[config.mk]
export PLATFORM = sky130hd
export DESIGN_NAME = xvga_bank_regs
export DESIGN_NICKNAME = d
export VERILOG_FILES = /design/src/rtl/xvga_bank_pkg.sv /design/src/rtl/xvga_port_alias.sv /design/src/rtl/xvga_rd_mux.sv /design/src/rtl/xvga_bank_regs.sv
export SDC_FILE = /design/constraint.sdc
export NUM_CORES = 1
export LEC_CHECK = 0
export BUFFER_PORTS_ARGS = -buffer_cell sky130_fd_sc_hd__buf_2
export CELL_PAD_IN_SITES_DETAIL_PLACEMENT = 1
export CELL_PAD_IN_SITES_GLOBAL_PLACEMENT = 1
export CORE_MARGIN = 5
export CORE_UTILIZATION = 37
export DETAILED_ROUTE_END_ITERATION = 16
export GPL_TIMING_DRIVEN = 0
export HOLD_SLACK_MARGIN = 0.12
export PLACE_DENSITY = 0.58
export SYNTH_ARGS = -nofsm -noshare
export SYNTH_HDL_FRONTEND = slang
export SYNTH_SLANG_ARGS = --single-unit
[constraint.sdc]
create_clock -name clk -period 3.8 [get_ports clk]
set_input_delay 0.76 -clock clk [delete_from_list [all_inputs] [get_ports clk]]
set_output_delay 0.76 -clock clk [all_outputs]
set_load 0.01 [all_outputs]
[src/rtl/xvga_bank_pkg.sv]
package xvga_bank_pkg;
    localparam int ADDR_W    = 16;
    localparam int DATA_W    = 8;
    localparam int IDX_W     = 4;
    localparam int BANK_W    = 5;
    localparam int SEQ_STD_N = 5;
    localparam int GDC_STD_N = 9;

    localparam logic [ADDR_W-1:0] P_MISC_WR = 16'h03C2;
    localparam logic [ADDR_W-1:0] P_SEQ_IDX = 16'h03C4;
    localparam logic [ADDR_W-1:0] P_SEQ_DAT = 16'h03C5;
    localparam logic [ADDR_W-1:0] P_MISC_RD = 16'h03CC;
    localparam logic [ADDR_W-1:0] P_GDC_IDX = 16'h03CE;
    localparam logic [ADDR_W-1:0] P_GDC_DAT = 16'h03CF;
    localparam logic [ADDR_W-1:0] P_PAGE_A  = 16'h03D8;
    localparam logic [ADDR_W-1:0] P_PAGE_B  = 16'h03D9;

    localparam logic [IDX_W-1:0] X_ID    = 4'hB;
    localparam logic [IDX_W-1:0] X_GATED = 4'hC;
    localparam logic [IDX_W-1:0] X_CTLB  = 4'hD;
    localparam logic [IDX_W-1:0] X_CTLA  = 4'hE;
    localparam logic [IDX_W-1:0] X_SRC   = 4'hF;

    typedef logic [DATA_W-1:0] byte_t;

    typedef struct packed {
        byte_t                          misc;
        logic [IDX_W-1:0]               seq_idx;
        logic [IDX_W-1:0]               gdc_idx;
        logic [SEQ_STD_N-1:0][DATA_W-1:0] seq_std;
        logic [GDC_STD_N-1:0][DATA_W-1:0] gdc_std;
        byte_t                          seq_gated;
        byte_t                          seq_ctla;
        byte_t                          old_ctla;
        byte_t                          old_ctlb;
        byte_t                          new_ctlb;
        byte_t                          gdc_page;
        byte_t                          gdc_src;
        byte_t                          page_a;
        byte_t                          page_b;
        logic                           old_set;
        logic [BANK_W-1:0]              rd_bank;
        logic [BANK_W-1:0]              wr_bank;
    } regs_t;
endpackage

[src/rtl/xvga_port_alias.sv]
module xvga_port_alias
    import xvga_bank_pkg::*;
#(
    parameter int AW = ADDR_W
) (
    input  logic [AW-1:0] addr_in,
    input  logic          colour,
    output logic [AW-1:0] addr_out
);
    localparam logic [AW-5:0] BLK_MONO = (AW-4)'(12'h03B);
    localparam logic [AW-5:0] BLK_COL  = (AW-4)'(12'h03D);
    localparam logic [AW-1:0] FLIP     = AW'(16'h0060);

    logic in_block;

    always_comb begin
        in_block = (addr_in[AW-1:4] == BLK_MONO) || (addr_in[AW-1:4] == BLK_COL);
        addr_out = (in_block && !colour) ? (addr_in ^ FLIP) : addr_in;
    end
endmodule

[src/rtl/xvga_rd_mux.sv]
module xvga_rd_mux
    import xvga_bank_pkg::*;
#(
    parameter byte_t CHIP_ID = 8'h33
) (
    input  logic [ADDR_W-1:0]             addr,
    input  byte_t                         misc,
    input  logic [IDX_W-1:0]              seq_idx,
    input  logic [IDX_W-1:0]              gdc_idx,
    input  logic [SEQ_STD_N-1:0][DATA_W-1:0] seq_std,
    input  logic [GDC_STD_N-1:0][DATA_W-1:0] gdc_std,
    input  byte_t                         seq_gated,
    input  byte_t                         seq_ctla,
    input  byte_t                         old_ctla,
    input  byte_t                         old_ctlb,
    input  byte_t                         new_ctlb,
    input  byte_t                         gdc_page,
    input  byte_t                         gdc_src,
    input  byte_t                         page_a,
    input  byte_t                         page_b,
    input  logic                          old_set,
    output byte_t                         rdata
);
    byte_t seq_val, gdc_val;

    always_comb begin
        seq_val = '0;
        case (seq_idx)
            X_ID:    seq_val = CHIP_ID;
            X_GATED: seq_val = seq_gated;
            X_CTLB:  seq_val = old_set ? old_ctlb : new_ctlb;
            X_CTLA:  seq_val = old_set ? old_ctla : seq_ctla;
            default: begin
                for (int i = 0; i < SEQ_STD_N; i++)
                    if (seq_idx == IDX_W'(i)) seq_val = seq_std[i];
            end
        endcase

        gdc_val = '0;
        case (gdc_idx)
            X_CTLA:  gdc_val = gdc_page;
            X_SRC:   gdc_val = gdc_src;
            default: begin
                for (int i = 0; i < GDC_STD_N; i++)
                    if (gdc_idx == IDX_W'(i)) gdc_val = gdc_std[i];
            end
        endcase

        case (addr)
            P_MISC_RD: rdata = misc;
            P_SEQ_IDX: rdata = DATA_W'(seq_idx);
            P_SEQ_DAT: rdata = seq_val;
            P_GDC_IDX: rdata = DATA_W'(gdc_idx);
            P_GDC_DAT: rdata = gdc_val;
            P_PAGE_A:  rdata = page_a;
            P_PAGE_B:  rdata = page_b;
            default:   rdata = '0;
        endcase
    end
endmodule

[src/rtl/xvga_bank_regs.sv]
module xvga_bank_regs
    import xvga_bank_pkg::*;
#(
    parameter byte_t CHIP_ID = 8'h33
) (
    input  logic              clk,
    input  logic              rst_n,
    input  logic [ADDR_W-1:0] io_addr,
    input  logic [DATA_W-1:0] io_wdata,
    input  logic              io_wr,
    input  logic              io_rd,
    output logic [DATA_W-1:0] io_rdata,
    output logic [BANK_W-1:0] rd_bank,
    output logic [BANK_W-1:0] wr_bank
);
    localparam byte_t INV_MASK = 8'h02;

    regs_t             q, d;
    logic [ADDR_W-1:0] dec_addr;
    byte_t             xor_wdata;
    logic              seq_dat_wr, gdc_dat_wr, seq_dat_rd;

    xvga_port_alias #(.AW(ADDR_W)) alias_i (
        .addr_in  (io_addr),
        .colour   (q.misc[0]),
        .addr_out (dec_addr)
    );

    xvga_rd_mux #(.CHIP_ID(CHIP_ID)) rdmux_i (
        .addr      (dec_addr),
        .misc      (q.misc),
        .seq_idx   (q.seq_idx),
        .gdc_idx   (q.gdc_idx),
        .seq_std   (q.seq_std),
        .gdc_std   (q.gdc_std),
        .seq_gated (q.seq_gated),
        .seq_ctla  (q.seq_ctla),
        .old_ctla  (q.old_ctla),
        .old_ctlb  (q.old_ctlb),
        .new_ctlb  (q.new_ctlb),
        .gdc_page  (q.gdc_page),
        .gdc_src   (q.gdc_src),
        .page_a    (q.page_a),
        .page_b    (q.page_b),
        .old_set   (q.old_set),
        .rdata     (io_rdata)
    );

    always_comb begin
        seq_dat_wr = io_wr && (dec_addr == P_SEQ_DAT);
        gdc_dat_wr = io_wr && (dec_addr == P_GDC_DAT);
        seq_dat_rd = io_rd && (dec_addr == P_SEQ_DAT);
        xor_wdata  = io_wdata ^ INV_MASK;
    end

    always_comb begin
        d = q;
        if (io_wr) begin
            case (dec_addr)
                P_MISC_WR: d.misc    = io_wdata;
                P_SEQ_IDX: d.seq_idx = io_wdata[IDX_W-1:0];
                P_GDC_IDX: d.gdc_idx = io_wdata[IDX_W-1:0];
                P_SEQ_DAT: begin
                    case (q.seq_idx)
                        X_ID:    d.old_set = 1'b1;
                        X_GATED: if (q.seq_ctla[7]) d.seq_gated = io_wdata;
                        X_CTLB: begin
                            if (q.old_set) d.old_ctlb = io_wdata;
                            else           d.new_ctlb = io_wdata;
                        end
                        X_CTLA: begin
                            if (q.old_set) begin
                                d.old_ctla = io_wdata;
                            end else begin
                                d.seq_ctla = xor_wdata;
                                d.wr_bank  = BANK_W'(xor_wdata[3:0]);
                                if (!q.gdc_src[0]) d.rd_bank = BANK_W'(xor_wdata[3:0]);
                            end
                        end
                        default: begin
                            for (int i = 0; i < SEQ_STD_N; i++)
                                if (q.seq_idx == IDX_W'(i)) d.seq_std[i] = io_wdata;
                        end
                    endcase
                end
                P_GDC_DAT: begin
                    case (q.gdc_idx)
                        X_CTLA: begin
                            d.gdc_page = xor_wdata;
                            if (q.gdc_src[0]) d.rd_bank = BANK_W'(xor_wdata[3:0]);
                        end
                        X_SRC: begin
                            d.gdc_src = io_wdata;
                            d.rd_bank = io_wdata[0] ? BANK_W'(q.gdc_page[3:0])
                                                    : BANK_W'(q.seq_ctla[3:0]);
                            d.wr_bank = BANK_W'(q.seq_ctla[3:0]);
                        end
                        default: begin
                            for (int i = 0; i < GDC_STD_N; i++)
                                if (q.gdc_idx == IDX_W'(i)) d.gdc_std[i] = io_wdata;
                        end
                    endcase
                end
                P_PAGE_A: begin
                    d.page_a = io_wdata;
                    if (q.gdc_src[2]) begin
                        d.wr_bank = io_wdata[BANK_W-1:0];
                        if (!q.gdc_src[0]) d.rd_bank = io_wdata[BANK_W-1:0];
                    end
                end
                P_PAGE_B: begin
                    d.page_b = io_wdata;
                    if (q.gdc_src[0] && q.gdc_src[2]) d.rd_bank = io_wdata[BANK_W-1:0];
                end
                default: ;
            endcase
        end
        if (seq_dat_rd && (q.seq_idx == X_ID)) d.old_set = 1'b0;
    end

    always_ff @(posedge clk or negedge rst_n) begin
        if (!rst_n) q <= '0;
        else        q <= d;
    end

    assign rd_bank = q.rd_bank;
    assign wr_bank = q.wr_bank;


    id_read_newset_chk: assert property (@(posedge clk) disable iff (!rst_n)
        (seq_dat_rd && !io_wr && q.seq_idx == X_ID) |=> !q.old_set)
        else $error("identification read did not select new set");


    id_write_oldset_chk: assert property (@(posedge clk) disable iff (!rst_n)
        (seq_dat_wr && !io_rd && q.seq_idx == X_ID) |=> q.old_set)
        else $error("index 0xB write did not select old set");


    old_shadow_banks_chk: assert property (@(posedge clk) disable iff (!rst_n)
        (seq_dat_wr && q.old_set && q.seq_idx == X_CTLA) |=> ($stable(rd_bank) && $stable(wr_bank)))
        else $error("old-set shadow write moved a bank");


    gated_write_drop_chk: assert property (@(posedge clk) disable iff (!rst_n)
        (seq_dat_wr && q.seq_idx == X_GATED && !q.seq_ctla[7]) |=> $stable(q.seq_gated))
        else $error("gated register written while locked");


    src_write_reload_chk: assert property (@(posedge clk) disable iff (!rst_n)
        (gdc_dat_wr && q.gdc_idx == X_SRC) |=> (wr_bank == BANK_W'($past(q.seq_ctla[3:0]))))
        else $error("source write did not reload write bank");


    page_b_no_write_chk: assert property (@(posedge clk) disable iff (!rst_n)
        (io_wr && dec_addr == P_PAGE_B) |=> $stable(wr_bank))
        else $error("second page port moved write bank");


    read_quiet_chk: assert property (@(posedge clk) disable iff (!rst_n)
        (io_rd && !io_wr) |=> ($stable(rd_bank) && $stable(wr_bank)))
        else $error("read changed a bank");
endmodule

==> results of run 1 <==
state kept, by name, summed over array words and instances, names as in the netlist:
| name | cells |
|---|---|
| q | 201 |
| rd_bank | 5 |
| wr_bank | 5 |
cells in the mapped netlist (4+ instances only):
cell type  number  area share
a211oi_1       12      0.0085
a21oi_1        43       0.020
a221oi_1        7      0.0058
a22oi_1         5      0.0035
a31oi_1         6      0.0035
and2_1          5      0.0029
and3_1          7      0.0041
buf_1          13      0.0046
buf_2           6      0.0028
buf_4          10      0.0071
clkbuf_1       48       0.017
dfrtp_1       211        0.50
inv_1          10      0.0035
mux2_2        188        0.20
mux2_4         12       0.017
mux2i_1        38       0.036
mux4_2          5       0.011
nand2_1        60       0.021
nand2b_1        5      0.0029
nand3_1        18      0.0085
nand4_1         6      0.0035
nor2_1         48       0.017
nor2b_1         8      0.0047
nor3_1         14      0.0066
o211ai_1        6      0.0042
o21a_1          4      0.0028
o21ai_0        51       0.024
o221ai_1        6      0.0049
o22ai_1         7      0.0041
or2_2           4      0.0024
or3_1           4      0.0024
per-layer routing:
| layer | up-vias | wire, um |
|---|---|---|
| li1 | 3502 | - |
| met1 | 4124 | 17700 |
| met2 | 173 | 16600 |
| met3 | 42 | 1540 |
| met4 | 0 | 709 |
| met5 | - | 0 |
critical path: stages:
cell and delay (ps):
buf_2 90, or4_4 600, or4_4 440, buf_6 160
or2_2 320, o221a_2 240, o211ai_1 160, buf_2 200
stage by stage:
step	instances	worst slack, ps	total power [W]	hold slack (ps)	setup TNS [ps]
after floorplan	922	236	0.00234	449	0
after global placement	1348	-1980	0.00247	461	-415020
after detailed placement	1350	-735	0.00248	471	-3470
after CTS	1395	11.8	0.00473	191	0
after global routing	1398	0.0351	0.00482	206	0
final	1398	65.2	0.00467	176	0
cells by family after synthesis:
kind of cell / count (synthesis) / share of synthesized area
flip-flops: 211 / 0.497
AND/OR/NAND/NOR: 207 / 0.102
AO/OA/AOI/OAI: 168 / 0.0991
multiplexers: 243 / 0.262
XOR/XNOR: 2 / 0.00165
buffers and inverters: 91 / 0.0385
power groups by stage:
stage / registers (W) / logic, W / clock network (W)
2_1_floorplan: 0.00229 / 0.0000525 / 0
3_3_place_gp: 0.00229 / 0.000184 / 0
3_5_place_dp: 0.00229 / 0.000192 / 0
4_1_cts: 0.00225 / 0.000193 / 0.00228
5_1_grt: 0.00225 / 0.000206 / 0.00237
6_report: 0.00225 / 0.000189 / 0.00223
final timing paths:
check / cells after the start / slack, ps / endpoint
worst max-delay path: 8 / 70 / io_rdata[3]
worst min-delay path: 1 / 180 / q[110]
worst max register to register: 5 / 1110 / wr_bank[2]
worst min register to register: 2 / 480 / q[87]
max in group asynchronous: 3 / 2450 / q[10]
min in group clk: 2 / 400 / q[10]
area by class of cell:
class                           instances  area (um^2)
Sequential cell                       211         5280
Clock inverter                          6         33.8
Tap cell                              384          480
Fill cell                            3146        16300
Clock buffer                           38          704
Timing Repair Buffer                   51          328
Multi-Input combinational cell        620         5000
Buffer                                 77          405
Inverter                               11         45.0
timing repair:
item,4_1_cts,5_1_grt
buffers inserted,4,3
pin swaps,3,2
gates resized for setup,39,21
hold endpoints to repair,0,0
setup endpoints to repair,8,8
==> flow_summary_export.csv, run 1 <==
group,metric,value,unit
clock_tree,cts_root_buf,"clkbuf_16",
placement,gp_congestion,0.828,
power,seqPwrFrac,0.481,
grt,met3_usage,0.0273,
detailed_routing,drt-pass1-iter-count,5,
synthesis,synth_ff_type,"dfrtp_1",
synthesis,syn_area_per_cell,11.5,um^2
timing,timing.final.crit_share,0.983,
synthesis,synth.distinct_cells,65,
power,pwr-share-clk,0.478,
placement,placed_cell_area,11400,um^2
die,core_area,28500,um^2
synthesis,async_flop_share,1.00,
grt,antenna_found_initial,1,
timing,finalSetupViolations,0,
setup_path,worst_ep_required_time,3040,ps
grt,overflow,0,
timing,finalHoldViolCount,0,
grt,grt_usage,0.223,
grt,top_usage_layer,"met2",
die,die_w,180,um
setup_path,rr_startpoint,"q[199]",
power,p_int,0.00355,W
clock_tree,cts_made_buffers,25,
grt,grtUsageMet1,0.336,
status,outcome,"complete, no violations",
detailed_routing,drt-initial-drc-count,705,
clock_tree,hold_buffers,0,
setup_path,startpoint,"io_addr[13]",
clock_tree,cts_buffer_depth,3,
die,io_pins,46,
power,swShare,0.239,
timing,max_freq,0.268,GHz
grt,grt_start_max_net_pins,92,
die,dieArea,32200,um^2
detailed_routing,viasPerCell,5.61,
synthesis,syn_area,10600,um^2
placement,numPortBuffers,42,
setup_path,crit_path_end_kind,"output port",
run,max_cap_violations,0,
detailed_routing,drcViolationCount,0,
layout,final_cell_mix,"208 x dfrtp_1, 188 x mux2_2, 59 x nand2_1",
power,netSwitchingPower,0.00111,W
setup_path,crit_type,"in -> out",
synthesis,yosysSeqAreaShare,0.497,
hold_path,hp-class,"in -> async",
clock_tree,clkTransAtPathRegs,50,ps
detailed_routing,vias,7841,
layout,fin_nets,1025,
power,p_comb_frac,0.041,
clock_tree,htreeDepth,1,
layout,area_delta_synth_final,15.5,%
synthesis,synth-seq-cells,211,
die,initial_core_util,0.372,
die,rows,62,
layout,postLayoutCellArea,12300,um^2
timing,slew_viol_final,0,
timing,fin_worst_skew,22.4,ps
clock_tree,cts.sinks,211,
setup_path,cp.arrival,2970,ps
power,leakage,5.72,nW
setup_path,start_kind,"input port",
power,p_per_area,380,nW/um^2
timing,final.min_clock_period,3730,ps
synthesis,syn_inst,922,
layout,final_core_util,0.430,
layout,final_common_cell,"dfrtp_1",
die,chipHeight,180,um
synthesis,yosysWarningCount,0,
synthesis,synth_fp_nets,950,
timing,slew_headroom,0.298,
synthesis,synth_edf_count,0,
setup_path,worst-path-max-fanout,9,
detailed_routing,wire_per_inst,26.1,um
grt,grt_pass1_vias,8092,
layout,antenna_cells,0,
clock_tree,cts_tree,"yes",
detailed_routing,wl,36.5,mm
placement,hpwl,25.6,mm
timing,worstMarginPinSlew,1050,ps
power,ir_drop,0.000270,V
clock_tree,insertion_delay,540,ps
layout,drive_gt1_frac,0.354,
timing,grt_setup_unrepaired,"false",
grt,grt.met2_usage,0.347,
grt,grt_pass1_wl,55.2,mm
detailed_routing,drtAntennaViolNets,0,
Power figures use the tool's default switching activity.
==> run 2: changes to the inputs <==
Settings changed: CORE_UTILIZATION 37 to 50, PLACE_DENSITY 0.58 to 0.75.
==> run 2 against run 1 <==
Global-route usage grew 7.2 points; cell count shrank 8.1%; sequential share of layout area grew 0.44 points; non-clock buffer count shrank 1; first-iteration DRC count shrank 11%; via count grew 2.4%; clock skew shrank 13 ps; clock power grew 5%; final area shrank 1.1%; setup slack lost 35 ps; critical endpoint unchanged.
==> flow_summary_export.csv, run 2 (synthesized netlist as in run 1, its figures left out) <==
group,metric,value,unit
grt,grt_pass1_vias,8741,
die,dieArea,24300,um^2
detailed_routing,drt-pass1-iter-count,5,
clock_tree,cts_made_buffers,24,
timing,finalSetupViolations,0,
setup_path,crit_path_end_kind,"output port",
clock_tree,cts_tree,"yes",
layout,area_delta_synth_final,14.3,%
detailed_routing,wl,35.4,mm
detailed_routing,drtAntennaViolNets,0,
die,die_w,156,um
setup_path,start_kind,"input port",
die,core_area,21000,um^2
timing,worstMarginPinSlew,1070,ps
die,chipHeight,156,um
run,max_cap_violations,0,
detailed_routing,wire_per_inst,27.6,um
clock_tree,cts_root_buf,"clkbuf_16",
hold_path,hp-class,"in -> async",
timing,hold_slack,290,ps
layout,fill_cells,2221,
clock_tree,htreeDepth,1,
grt,overflow,0,
die,initial_core_util,0.507,
timing,finalHoldViolCount,0,
detailed_routing,dr_wl_met3,2.09,mm
detailed_routing,drcViolationCount,0,
timing,max_freq,0.265,GHz
detailed_routing,wl_met2,16.5,mm
placement,gp_congestion,0.894,
power,fin_total_pwr,0.00477,W
timing,timing.final.crit_share,0.992,
power,seqPwrFrac,0.471,
power,p_comb_frac,0.038,
setup_path,worst-path-max-fanout,10,
clock_tree,insertion_delay,530,ps
placement,hpwl,23.9,mm
layout,final_cell_mix,"210 x dfrtp_1, 188 x mux2_2, 59 x nand2_1",
detailed_routing,top_layer_used,"met4",
detailed_routing,vias,8030,
setup_path,worst_ep_required_time,3040,ps
layout,max_flop_register,"q",
layout,fin_nets,1023,
clock_tree,cts.sinks,211,
setup_path,cp.arrival,3010,ps
die,rows,53,
detailed_routing,wl_met1,15.1,mm
layout,drive_gt1_frac,0.350,
grt,antenna_found_initial,0,
timing,final.min_clock_period,3770,ps
power,pwr-share-clk,0.491,
grt,grt_start_max_net_pins,110,
power,ir_drop,0.000376,V
power,netSwitchingPower,0.00108,W
status,outcome,"complete, no violations",
setup_path,crit_type,"in -> out",
grt,grt_usage,0.295,
timing,fin_worst_skew,9.01,ps
layout,largest_register_ffs,201,
power,leakage,5.72,nW
timing,slew_viol_final,0,
layout,final_common_cell,"dfrtp_1",
power,p_int,0.00369,W
clock_tree,clkTransAtPathRegs,60,ps
detailed_routing,viasPerCell,6.25,
timing,slew_headroom,0.284,
detailed_routing,drt-initial-drc-count,628,
die,io_pins,46,
clock_tree,cts_buffer_depth,3,
power,swShare,0.226,
power,p_per_area,393,nW/um^2
placement,numPortBuffers,42,
layout,antenna_cells,0,
grt,grt_pass1_wl,54.2,mm
==> run 2: changes by cell type in the layout (fill, tap and decap cells not counted), sizes merged <==
cell	delta
buf	-2
bufinv	+2
clkbuf	-1
clkinv	-1
clkinvlp	-1
inv	-1
==> run 2: power by group through the flow <==
stage | combinational [W] | sequential, W | clock, W
2_1_floorplan | 0.0000525 | 0.00229 | 0
3_3_place_gp | 0.000171 | 0.00229 | 0
3_5_place_dp | 0.000178 | 0.00229 | 0
4_1_cts | 0.000181 | 0.00225 | 0.00237
5_1_grt | 0.000198 | 0.00225 | 0.00247
6_report | 0.000184 | 0.00225 | 0.00234
==> run 2: cell type report <==
type | count | area [um^2] | share of cell area
clock buffers | 36 | 706 | 0.0581
flip-flops and latches | 211 | 5280 | 0.435
plain buffers | 77 | 400 | 0.0329
clock inverters | 5 | 86.3 | 0.00710
multi-input cells | 620 | 4990 | 0.411
repair buffers | 50 | 300 | 0.0247
well taps | 275 | 344 | 0.0283
inverters | 11 | 42.5 | 0.00350
==> run 2: repair_timing <==
action                                  in CTS  in global routing
endpoints found under the setup margin       8                  8
hold buffers                                 0                  0
setup buffers                                5                  2
pin swaps                                    3                  1
resized for setup                           29                 21
==> run 2: critical path, stage by stage <==
cell	delay, ps
buf_2	100
or4_4	590
or4_4	450
buf_8	170
or2_2	320
o221a_2	240
o211ai_1	180
buf_2	200
==> run 2: final timing paths <==
| path | from | endpoint | slack (ps) | cells past startpoint |
|---|---|---|---|---|
| worst max-delay path | io_addr[13] | io_rdata[3] | 30 | 8 |
| worst min-delay path | rst_n | q[160] | 290 | 1 |
| worst max register to register | q[199] | wr_bank[1] | 930 | 5 |
| worst min register to register | q[167] | q[167] | 480 | 2 |
| max in group asynchronous | rst_n | q[21] | 2430 | 2 |
| min in group clk | io_rd | q[10] | 420 | 2 |
==> run 2: layer usage <==
metal,GRT usage,up-vias
met3,0.0510,99
met4,0.119,0
li1,-,3500
met2,0.474,267
met5,0,-
met1,0.399,4164
==> run 2: metrics by stage <==
stage          setup TNS [ps]   util  setup WS, ps  instances  area [um^2]
6_report                    0  0.580          30.0       1285        12200
5_1_grt                 -1.23  0.580         -1.23       1285        12200
4_1_cts                     0  0.578          5.13       1284        12100
3_5_place_dp            -1730  0.536          -341       1240        11200
3_3_place_gp          -365410  0.534         -1740       1239        11200
2_1_floorplan               0      -           236        922        10600
==> run 3: changes to the inputs <==
Settings changed: RECOVER_POWER set to 50, SKIP_CTS_REPAIR_TIMING set to 1, SKIP_LAST_GASP set to 1.
==> run 3 against run 2 <==
The flow now finishes with violations (capacitance limit, slew limit); total power barely moved; clock power barely moved; final area barely moved; routed wire length fell by 0.32%; die area did not move; combinational power barely moved; cell count did not move; register-to-register slack got worse by 80 ps; global-route usage fell by 0.28 points; critical path depth fell by 1.
==> flow_summary_export.csv, run 3 (synthesized netlist as in run 1, its figures left out) <==
group,metric,value,unit
status,outcome,"complete, but fails checks",
status,violations,"capacitance limit, slew limit",
setup_path,worst-path-max-fanout,10,
clock_tree,cts_made_buffers,24,
clock_tree,insertion_delay,530,ps
power,netSwitchingPower,0.00108,W
setup_path,crit_type,"in -> out",
die,io_pins,46,
layout,largest_register_ffs,201,
setup_path,critPathMaxStageDelay,590,ps
detailed_routing,wl,35.3,mm
detailed_routing,drt-pass1-iter-count,5,
die,rows,53,
layout,final_cell_mix,"211 x dfrtp_1, 188 x mux2_2, 59 x nand2_1",
clock_tree,cts_root_buf,"clkbuf_16",
placement,numPortBuffers,42,
setup_path,start_kind,"input port",
layout,final_common_cell,"dfrtp_1",
clock_tree,clkTransAtPathRegs,60,ps
power,leakage,5.69,nW
clock_tree,cts_buffer_depth,3,
setup_path,slowest_stage,"or4_4",
clock_tree,cts_tree,"yes",
power,pwr-share-clk,0.491,
detailed_routing,viasPerCell,6.27,
placement,gp_congestion,0.894,
grt,grt_usage,0.292,
power,p_per_area,393,nW/um^2
die,initial_core_util,0.507,
setup_path,worst_ep_required_time,3040,ps
run,max_cap_violations,1,
power,swShare,0.227,
setup_path,crit_family,"simple AND/OR/NAND/NOR gates",
setup_path,path_cells,"buf_2 > or4_4 > nor2_1 > nand2_2 > or3_1 > o211ai_1 > buf_2",
placement,hpwl,23.9,mm
power,p_comb_frac,0.038,
detailed_routing,drtAntennaViolNets,0,
layout,fin_nets,1023,
detailed_routing,drt-initial-drc-count,645,
die,core_area,21000,um^2
grt,antenna_found_initial,1,
grt,grt_pass1_vias,8674,
detailed_routing,drcViolationCount,0,
setup_path,cp.arrival,3010,ps
detailed_routing,top_layer_used,"met5",
detailed_routing,vias,8061,
die,dieArea,24300,um^2
timing,finalSetupViolations,0,
grt,grt_pass1_wl,53.7,mm
detailed_routing,wl_met2,16.4,mm
timing,slew_headroom,-0.875,
clock_tree,cts.sinks,211,
detailed_routing,wire_per_inst,27.5,um
timing,timing.final.crit_share,0.993,
timing,max_freq,0.265,GHz
layout,drive_gt1_frac,0.342,
timing,fin_worst_skew,7.13,ps
detailed_routing,wl_met1,15.0,mm
power,ir_drop,0.000377,V
layout,final_core_util,0.579,
setup_path,cpMostUsedCell,"buf_2",
layout,area_delta_synth_final,14.2,%
layout,antenna_cells,0,
clock_tree,htreeDepth,1,
power,p_int,0.00369,W
timing,slew_viol_final,109,
layout,max_flop_register,"q",
timing,final.min_clock_period,3770,ps
grt,grt_start_max_net_pins,110,
die,chipHeight,156,um
die,die_w,156,um
power,seqPwrFrac,0.471,
setup_path,crit_path_end_kind,"output port",
detailed_routing,dr_wl_met3,2.06,mm
hold_path,hp-class,"in -> reg",
grt,overflow,0,
timing,setup_tns,0,ps
timing,worstMarginPinSlew,2810,ps
setup_path,crit_buf_inv,2,
timing,finalHoldViolCount,0,
==> run 3: cell count changes in the layout (fill, tap and decap cells not counted), sizes merged <==
cell / before / now
buf: 79 / 66
clkbuf: 84 / 96
clkinv: 4 / 3
clkinvlp: 0 / 1
or4: 4 / 5
==> run 3: final cells by class <==
cell class / instances / area, um^2
buffer: 76 / 398
clock buffer: 36 / 706
clock inverter: 5 / 86.3
fill: 2215 / 8810
inverter: 11 / 45.0
multi-input combinational: 621 / 5000
sequential: 211 / 5280
tap: 275 / 344
timing repair buffer: 50 / 280
==> run 3: metal layers <==
metal | vias up | GRT usage
met5 | - | 0
met4 | 2 | 0.120
met3 | 105 | 0.0510
met2 | 274 | 0.466
met1 | 4171 | 0.397
li1 | 3509 | -
==> run 3: stage by stage <==
step	hold WS, ps	total power [W]	worst slack, ps	std cells	area, um^2
final	424	0.00478	27.5	1285	12100
after global routing	408	0.00492	-43.8	1285	12100
after CTS	332	0.00480	-960	1281	12000
after detailed placement	471	0.00247	-341	1240	11200
after global placement	461	0.00246	-1740	1239	11200
after floorplan	449	0.00234	236	922	10600
==> run 3: power groups by stage <==
stage                     clock network (W)  registers (W)  logic (W)
after detailed placement                  0        0.00229   0.000178
after global routing                0.00247        0.00225   0.000197
after CTS                           0.00237        0.00225   0.000179
after global placement                    0        0.00229   0.000171
final                               0.00235        0.00225   0.000183
after floorplan                           0        0.00229  0.0000525
==> run 3: path summary, 6_finish.rpt <==
kind	depth (start not counted)	start	endpoint	slack [ps]
min	2	io_rd	q[10]	420
max in group asynchronous	1	rst_n	q[87]	1040
min in group asynchronous	1	rst_n	q[160]	1120
max reg2reg	5	q[199]	wr_bank[3]	850
max	7	io_addr[14]	io_rdata[3]	30
min reg2reg	2	q[167]	q[167]	480
==> run 3: worst reg2reg max path, cell delays in order, from the launching register on <==
cell	delay, ps
dfrtp_1	570
nor2b_2	430
nor3b_1	620
o221ai_1	360
a21oi_1	470
mux2_2	390
